`config.mk`:
```
export PLATFORM = sky130hd
export DESIGN_NAME = spi_flash_cmd_ctrl
export DESIGN_NICKNAME = d
export VERILOG_FILES = /design/src/rtl/spi_flash_cmd_ctrl.sv
export SDC_FILE = /design/constraint.sdc
export NUM_CORES = 2
export LEC_CHECK = 0
export ABC_CLOCK_PERIOD_IN_PS = 5700
export BUFFER_PORTS_ARGS = -buffer_cell sky130_fd_sc_hd__buf_2
export CAP_MARGIN = 20
export CORE_ASPECT_RATIO = 2
export CORE_MARGIN = 4
export CORE_UTILIZATION = 35
export CTS_CLUSTER_DIAMETER = 80
export DETAILED_ROUTE_END_ITERATION = 10
export GPL_ROUTABILITY_DRIVEN = 0
export REMOVE_ABC_BUFFERS = 1
export SYNTH_ARGS = -nofsm -noshare
export SYNTH_HDL_FRONTEND = slang
export SYNTH_SLANG_ARGS = --single-unit
```
`constraint.sdc`:
```
create_clock -name clk -period 5.7 [get_ports clk]
set_input_delay 1.14 -clock clk [delete_from_list [all_inputs] [get_ports clk]]
set_output_delay 1.14 -clock clk [all_outputs]
set_load 0.01 [all_outputs]
```
`src/rtl/spi_flash_cmd_ctrl.sv`:
```
module spi_flash_cmd_ctrl #(
  parameter int ADDR_W = 24,
  parameter int PAGE_W = 8,
  parameter int CNT_W = 10,
  parameter logic [7:0] SIG = 8'h17
) (
  input  logic              clk,
  input  logic              rst_n,
  input  logic              sck,
  input  logic              cs_n,
  input  logic              si,
  output logic              so,
  output logic              so_en,
  output logic [ADDR_W-1:0] arr_addr,
  input  logic [7:0]        arr_rdata,
  output logic              arr_wr,
  output logic [7:0]        arr_wdata,
  output logic              arr_erase,
  output logic              arr_bulk,
  input  logic              arr_busy,
  input  logic              arr_err
);
  localparam int PAGE = 1 << PAGE_W;
  localparam logic [7:0] OP_WRR = 8'h01, OP_PP = 8'h02, OP_READ = 8'h03, OP_WRDI = 8'h04;
  localparam logic [7:0] OP_RDSR = 8'h05, OP_WREN = 8'h06, OP_FAST = 8'h0B, OP_CLSR = 8'h30;
  localparam logic [7:0] OP_RES = 8'hAB, OP_BE = 8'hC7, OP_SE = 8'hD8;

  typedef enum logic [2:0] {S_IDLE, S_STREAM, S_ERASE, S_SETTLE, S_WAIT} st_t;

  function automatic logic prot(input logic [2:0] lvl, input logic [ADDR_W-1:0] a);
    logic [ADDR_W-1:0] m;
    m = ~({ADDR_W{1'b1}} >> (3'd7 - lvl));
    return (lvl != 3'd0) && ((a & m) == m);
  endfunction

  logic sck_q, cs_q;
  logic [2:0] bitc;
  logic [CNT_W-1:0] bytec, hdr;
  logic [6:0] sh;
  logic [7:0] cmd, osh, rx_byte, out_val, status;
  logic [ADDR_W-1:0] addr, rd_ptr, op_addr;
  logic [PAGE_W-1:0] off, sidx;
  logic [7:0] pbuf [PAGE];
  logic [PAGE-1:0] pval;
  logic wel, perr, eerr, out_on, so_q, op_prog, op_bulk, allow;
  logic [2:0] bp;
  st_t st;

  logic rise, fall, cs_rise, wip, byte_done, out_go, aligned;
  logic do_wren, do_wrdi, do_clsr, do_wrr, do_pp, do_se, do_be;

  assign rise      = sck & ~sck_q & ~cs_n;
  assign fall      = ~sck & sck_q & ~cs_n;
  assign cs_rise   = cs_n & ~cs_q;
  assign wip       = st != S_IDLE;
  assign byte_done = rise && bitc == 3'd7;
  assign rx_byte   = {sh, si};
  assign status    = {1'b0, perr, eerr, bp, wel, wip};

  always_comb begin
    hdr = '0;
    allow = 1'b0;
    case (cmd)
      OP_READ: begin hdr = CNT_W'(4); allow = !wip; end
      OP_FAST: begin hdr = CNT_W'(5); allow = !wip; end
      OP_RES:  begin hdr = CNT_W'(4); allow = !wip; end
      OP_RDSR: begin hdr = CNT_W'(1); allow = 1'b1; end
      default: ;
    endcase
  end

  assign out_go  = allow && bytec != '0 && bytec >= hdr;
  assign out_val = (cmd == OP_RDSR) ? status : (cmd == OP_RES) ? SIG : arr_rdata;

  assign aligned = cs_rise && bitc == 3'd0 && !wip;
  assign do_wren = aligned && bytec == CNT_W'(1) && cmd == OP_WREN;
  assign do_wrdi = aligned && bytec == CNT_W'(1) && cmd == OP_WRDI;
  assign do_clsr = aligned && bytec == CNT_W'(1) && cmd == OP_CLSR;
  assign do_wrr  = aligned && bytec == CNT_W'(2) && cmd == OP_WRR && wel;
  assign do_pp   = aligned && bytec >= CNT_W'(5) && cmd == OP_PP && wel && !prot(bp, addr);
  assign do_se   = aligned && bytec == CNT_W'(4) && cmd == OP_SE && wel && !prot(bp, addr);
  assign do_be   = aligned && bytec == CNT_W'(1) && cmd == OP_BE && wel && bp == 3'd0;

  always_ff @(posedge clk or negedge rst_n) begin
    if (!rst_n) begin
      sck_q <= 1'b0; cs_q <= 1'b1; bitc <= '0; bytec <= '0; sh <= '0;
      cmd <= '0; addr <= '0; rd_ptr <= '0; off <= '0; pval <= '0;
      osh <= '0; so_q <= 1'b0; out_on <= 1'b0;
    end else begin
      sck_q <= sck;
      cs_q  <= cs_n;
      if (cs_q) begin
        bitc <= '0; bytec <= '0; out_on <= 1'b0;
        if (!wip) pval <= '0;
      end else begin
        if (rise) begin
          sh   <= {sh[5:0], si};
          bitc <= bitc + 3'd1;
          if (byte_done) begin
            if (bytec != '1) bytec <= bytec + CNT_W'(1);
            if (bytec == '0) cmd <= rx_byte;
            if (bytec >= CNT_W'(1) && bytec <= CNT_W'(3)) addr <= {addr[ADDR_W-9:0], rx_byte};
            if (bytec == CNT_W'(3)) begin
              rd_ptr <= {addr[ADDR_W-9:0], rx_byte};
              off    <= rx_byte[PAGE_W-1:0];
            end
            if (bytec >= CNT_W'(4) && cmd == OP_PP && !wip) begin
              pval[off] <= 1'b1;
              off       <= off + 1'b1;
            end
          end
        end
        if (fall && out_go) begin
          out_on <= 1'b1;
          if (bitc == 3'd0) begin
            so_q <= out_val[7];
            osh  <= {out_val[6:0], 1'b0};
            if (cmd == OP_READ || cmd == OP_FAST) rd_ptr <= rd_ptr + 1'b1;
          end else begin
            so_q <= osh[7];
            osh  <= {osh[6:0], 1'b0};
          end
        end
      end
    end
  end

  always_ff @(posedge clk)
    if (byte_done && bytec >= CNT_W'(4) && cmd == OP_PP && !wip) pbuf[off] <= rx_byte;

  always_ff @(posedge clk or negedge rst_n) begin
    if (!rst_n) begin
      st <= S_IDLE; wel <= 1'b0; bp <= '0; perr <= 1'b0; eerr <= 1'b0;
      sidx <= '0; op_addr <= '0; op_prog <= 1'b0; op_bulk <= 1'b0;
    end else begin
      if (do_wren) wel <= 1'b1;
      if (do_wrdi) wel <= 1'b0;
      if (do_clsr) begin perr <= 1'b0; eerr <= 1'b0; end
      if (do_wrr) begin bp <= addr[4:2]; wel <= 1'b0; end
      case (st)
        S_IDLE: begin
          if (do_pp) begin
            st <= S_STREAM; sidx <= '0; op_prog <= 1'b1; op_bulk <= 1'b0; op_addr <= addr;
          end else if (do_se || do_be) begin
            st <= S_ERASE; op_prog <= 1'b0; op_bulk <= do_be; op_addr <= do_be ? '0 : addr;
          end
        end
        S_STREAM: begin
          sidx <= sidx + 1'b1;
          if (sidx == PAGE_W'(PAGE - 1)) st <= S_SETTLE;
        end
        S_ERASE:  st <= S_SETTLE;
        S_SETTLE: st <= S_WAIT;
        S_WAIT: if (!arr_busy) begin
          st  <= S_IDLE;
          wel <= 1'b0;
          if (arr_err) begin
            if (op_prog) perr <= 1'b1;
            else eerr <= 1'b1;
          end
        end
        default: st <= S_IDLE;
      endcase
    end
  end

  assign so        = so_q;
  assign so_en     = out_on && !cs_n;
  assign arr_wr    = st == S_STREAM && pval[sidx];
  assign arr_wdata = pbuf[sidx];
  assign arr_erase = st == S_ERASE;
  assign arr_bulk  = st == S_ERASE && op_bulk;
  assign arr_addr  = (st == S_STREAM) ? {op_addr[ADDR_W-1:PAGE_W], sidx} :
                     (st == S_ERASE) ? op_addr : rd_ptr;

  assert_accept_needs_wel_R6: assert property (@(posedge clk) disable iff (!rst_n)
    $rose(wip) |-> $past(wel));
  assert_accept_on_cs_rise_R6: assert property (@(posedge clk) disable iff (!rst_n)
    $rose(wip) |-> $past(cs_n));
  assert_bulk_unprotected_R8: assert property (@(posedge clk) disable iff (!rst_n)
    arr_bulk |-> bp == 3'd0);
  assert_write_unprotected_R8: assert property (@(posedge clk) disable iff (!rst_n)
    arr_wr |-> !prot(bp, arr_addr));
  assert_end_clears_wel_R11: assert property (@(posedge clk) disable iff (!rst_n)
    $fell(wip) |-> !wel);
  assert_busy_no_read_R12: assert property (@(posedge clk) disable iff (!rst_n)
    (so_en && wip) |-> cmd == OP_RDSR);
endmodule

```
---- After elaboration in Yosys (flattened, before gate mapping) ----
Memories as Yosys holds them, arrays and structs flattened.
Index checks and enable logic that the tools add are counted.
storage, ports and cells
  bits in writable memories ............... 2048
  input bits .............................. 15
  memories ................................ 1
  bits in registers ....................... 395
  word-level logic and storage cells ...... 209
operators by class
  $add $sub $neg .......................... 6
  order comparisons ....................... 8
  shifts and indexed selects .............. 1
  reductions and logical operators ........ 67
  mux-type cells .......................... 64
  equality and inequality tests ........... 28
  bitwise operators ....................... 12
memories
  name  depth  width  read ports  clocked after memory_dff  write ports  RTL line  source
  pbuf  256    8      1           0                         1            43        logic [7:0] pbuf [PAGE];
operators with widths
  cell                                                                    count
  256-bit two-way mux                                                     5
  24-bit two-way mux                                                      11
  256-bit bitwise OR                                                      1
  8-bit two-way mux                                                       6
  10-bit two-way mux                                                      4
  1-bit logical AND                                                       35
  8-bit == test, second input constant                                    4
  1-bit two-way mux                                                       26
  24-bit by 1-bit adder with 24-bit output, second input constant         1
  24-bit AND                                                              1
  24-bit == test                                                          1
  8-bit by 3-bit == test with 1-bit output, second input constant         3
  24-bit inverter                                                         1
  24-bit by 3-bit >> shifter with 24-bit output, first input constant     1
  10-bit by 2-bit == test with 1-bit output, second input constant        2
  10-bit by 3-bit >= comparator with 1-bit output, second input constant  2
  8-bit by 9-bit < comparator with 1-bit output, second input constant    2
  3-bit two-way mux                                                       6
  8-bit by 1-bit adder with 8-bit output, second input constant           2
  8-bit by 2-bit == test with 1-bit output, second input constant         2
  8-bit case mux with 2 select lines                                      1
  4-bit AND reduction                                                     4
  2-bit nonzero test                                                      8
  3-bit case mux with 5 select lines                                      1
  34 further kinds                                                        56

---- Longest topological paths before layout ----
  word-level depth ........................ 12
  gate-level depth with buffers ........... 13

---- Worst setup path after synthesis ----
Ideal clock, no wire load.
  kind .................................... register to register
  from .................................... reg sh[3]
  to ...................................... reg rd_ptr[4]
  arrival time ............................ 4.057 ns
  buffers on the path ..................... 0
  setup time .............................. 0.065 ns
  cell stages (with the launch flop) ...... 4
  setup slack ............................. 1.578 ns
  cell sequence ........................... dfrtp_1 > a22oi_1 > a31oi_1 > o22a_1
between the ends
  cells in the longest elaborated chain, start to end .. 6
RTL lines
  element                 RTL line  source
  from (decl)             39        logic [6:0] sh;
  from (signal assigned)  97        sh <= {sh[5:0], si};
  24-bit two-way mux (*)  103       if (bytec == CNT_W'(3)) begin
  24-bit two-way mux (*)  99        if (byte_done) begin
  24-bit two-way mux (*)  96        if (rise) begin
  24-bit two-way mux      118       if (cmd == OP_READ || cmd == OP_FAST) rd_ptr <= rd_ptr + 1'b1;
  24-bit two-way mux      115       if (bitc == 3'd0) begin
  24-bit two-way mux (*)  113       if (fall && out_go) begin
  to (signal assigned)    104       rd_ptr <= {addr[ADDR_W-9:0], rx_byte};
  to (signal assigned)    118
  to (decl)               41        logic [ADDR_W-1:0] addr, rd_ptr, op_addr;
Every way passes the cells marked *; elsewhere a longest branch is shown, timed or not.
A chain may end at the register's enable or synchronous reset.

---- Final worst setup path ----
  from .................................... reg sidx[2]
  to ...................................... out arr_wdata[5]
between the ends
  cells in the longest elaborated chain, start to end .. 1
RTL lines
  element                  RTL line  source
  from (decl)              42        logic [PAGE_W-1:0] off, sidx;
  from (signal assigned)   149       sidx <= sidx + 1'b1;
  memory read 256 x 8 bit  n/a
  to (decl)                17        output logic [7:0] arr_wdata,
Every way passes these cells.

==> run metrics <==
initial antenna violation count=6; Max Clock Skew=68.03 ps; die width=381.7 um; RR Startpoint=st[2]; hold_buf cts=0; Setup WS pre-CTS=250.4 ps; RSZ-0062 raised after global routing=yes; H-tree depth=4; CTS Buffer Depth=4; register area share after synthesis=0.7300; Finished Cell Area=112100 sq um; final worst slack=-47.74 ps; worst r2r path cells=8; initial core utilization=0.3511; final hold violation count=0; vias after detailed routing=53930; GRT Total Usage=0.2143; Register Area=71410 sq um; count of antenna-violating nets left after detailed routing=0; overall routed net length=315300 um; NumNets Final=5695; relative slew slack=0.1271; global-route wire length before repair=438500 um; Yosys cell types=95; drt pass-1 iters=5; fmax=174.0 MHz; Boundary Pins=52; Worst Setup SP=sidx[2]; Post-synth EDFFs=2048; port bufs=51; Reg2Reg Setup Slack=1820 ps; CP required=4560 ps; crit-path cells=buf_4 -> nand2_1 -> nor2_2 -> nand3_1 -> nand4_1 -> buf_4 -> nor3_1 -> a221oi_1 -> buf_4 -> a41o_1 -> buf_2; Mapped Area=97750 sq um; ys async rst share=0.1613; clk root buf=clkbuf_16; area of the multi-input gates=24690 sq um; number of global-route vias before repair=56170; FF+latch count, synth=2442; Residual DRC=0; failing checks=negative setup slack; Clock Pin Slew Worst Setup and Hold Paths=80 ps; die height=755.4 um; Worst-Skew Late Latency=880 ps; critical path's top delay family=simple AND/OR/NAND/NOR gates; CTS Buf Count=205; final std cells w/o fill=9563; final period utilization=1.008; Placed Area=105000 sq um; Peak VDD IR=0.3160 mV; cell mode on critical path=buf_4; terminus of the critical flop-to-flop path=pbuf[104][5]; Yosys top cell area share=0.6292; critical path class=flop to output port; DR iter-0 viols=5749; Power Total=36.22 mW; full die area=288300 sq um; Slew @ Worst Pin=1309 ps; row count=274; Gate Count Post-Synth=5246; leading area contributor after synthesis=edfxtp_1; CTS sink cnt=2442; Area Growth Syn to Fin=14.63%; Synth Flop Type=edfxtp_1; Setup violations, final=3; status=finished, violations left; Final HPWL DP=214400 um; min cycle time layout=5748 ps; largest net degree at the start of global routing=194; Worst path depth=11; CP startpoint kind=flop; Worst Hold Class=input pin to async pin; share of cells above drive strength 1=0.2630; pwr/cell area=323.3 nW/um^2; FILL cells=25020; Post-Place Cells=9173; CP endpoint kind=output port; slowest cell on the critical path=dfrtp_4; Synth area leaders=edfxtp_1, mux4_2, dfrtp_1; routed vias/inst=5.639; WP buf/inv=4; gr ovfl total=0; cell leakage power=38.51 nW; pins over their slew limit=0; max-cap viol count=0; Critical path destination=arr_wdata[5]; Worst path max stage delay=640 ps; Critical Path Fanout Max=23; Critical Path AT=4610 ps; Core Area=278400 sq um; routed len/inst=32.97 um; Mean Syn Cell Area=18.63 sq um; Syn. warnings=0; TritonCTS clock tree=built
stage by stage:
stage | utilization | hold WS (ps) | setup TNS (ps)
final | 0.4025 | 189.1 | -74.36
after global routing | 0.4025 | 229.0 | -24.11
after CTS | 0.4019 | 198.9 | 0
after detailed placement | 0.3772 | 471.6 | 0
after global placement | 0.3769 | 454.5 | 0
after floorplan | - | 438.7 | -332660
cell families after synthesis:
logic type               Yosys count  synth area share
AND/OR/NAND/NOR                  863           0.03939
AO/OA/AOI/OAI                    776           0.05434
multiplexers                     797            0.1536
buffers and inverters            342           0.01966
flip-flops                      2442            0.7300
XOR/XNOR                          10         0.0008960
adder cells (fa/ha/maj)           16          0.002048
routing by layer:
layer  track usage  wire length, um
met3       0.03011            18490
met1        0.2130            96980
met5             0               20
met2        0.3885           165700
met4        0.1874            34090
how the worst min path moves through the flow:
stage | endpoint | depth (start not counted)
after CTS | pval[244] | 1
after global routing | pval[244] | 1
after detailed placement | osh[6] | 2
final | pval[244] | 1
after floorplan | op_bulk | 2
after global placement | op_bulk | 2
cell type report:
| class | count | area share |
|---|---|---|
| Sequential cell | 2442 | 0.6373 |
| Timing Repair Buffer | 527 | 0.03942 |
| Multi-Input combinational cell | 2462 | 0.2203 |
| Clock inverter | 89 | 0.009402 |
| Antenna cell | 8 | 0.0001787 |
| Tap cell | 3726 | 0.04161 |
| Inverter | 26 | 0.0009156 |
| Clock buffer | 283 | 0.05091 |
flip-flops by register name, indices dropped and copies added, names as in the netlist, 7 cells and up:
signal   count
pbuf      2048
pval       256
addr        24
op_addr     24
rd_ptr      24
bytec       10
cmd          8
off          8
sidx         8
osh          7
sh           7
cell usage in the layout, fill, tap and decap left out, types with 10 or more instances in the layout:
master	instances
a211oi_1	10
a21oi_1	144
a221oi_1	11
a22o_1	13
a22oi_1	100
a31oi_1	30
and2_1	11
buf_12	36
buf_2	49
buf_4	425
buf_6	11
bufinv_16	22
clkbuf_1	51
clkbuf_16	207
clkbuf_8	27
clkinv_1	23
clkinv_2	26
dfrtp_1	380
dfrtp_4	12
edfxtp_1	2048
ha_1	16
inv_1	23
mux2_2	64
mux2i_1	178
mux4_2	551
nand2_1	229
nand2b_1	14
nand3_1	58
nand3_2	12
nand4_1	24
nor2_1	382
nor2b_1	13
nor3_1	28
o21a_1	227
o21ai_0	72
o21ai_1	33
o22ai_1	36
synthesized netlist by cell type, drive strengths merged (7+ instances only):
library cell,number
nand4,26
o22a,7
mux4,555
nor2b,20
nand2b,14
a211oi,13
nor2,391
o21ai,105
and2,12
edfxtp,2048
a221oi,14
ha,16
nor3,34
o21a,227
buf,192
o22ai,36
nand3,70
clkbuf,124
or3,8
mux2i,178
nor3b,7
a21oi,148
a22o,13
and3,9
nor4,10
a22oi,101
nand2,231
o211ai,10
o221ai,11
dfrtp,393
a31oi,30
inv,26
or2,9
mux2,64
worst register-to-register path, cell delays in order (launching register included):
cell	delay [ps]
dfrtp_1	440
nor3_1	730
nand4_1	290
nor3_2	200
buf_4	330
nand3_2	530
buf_4	470
nor2_1	320
buf_4	250
where the power goes:
group	switching, mW	internal [mW]
registers	0.269	20.3
logic	1.03	0.108
clock network	6.52	8.01
total	7.82	28.4
repair_timing:
| item | in CTS | in global routing |
|---|---|---|
| pin swaps | 0 | 2 |
| resized for setup | 17 | 9 |
| cloned | 0 | 1 |
| endpoints found under the setup margin | 9 | 5 |
| buffers inserted | 3 | 0 |
Note: power is estimated with default switching activity, not from simulation.
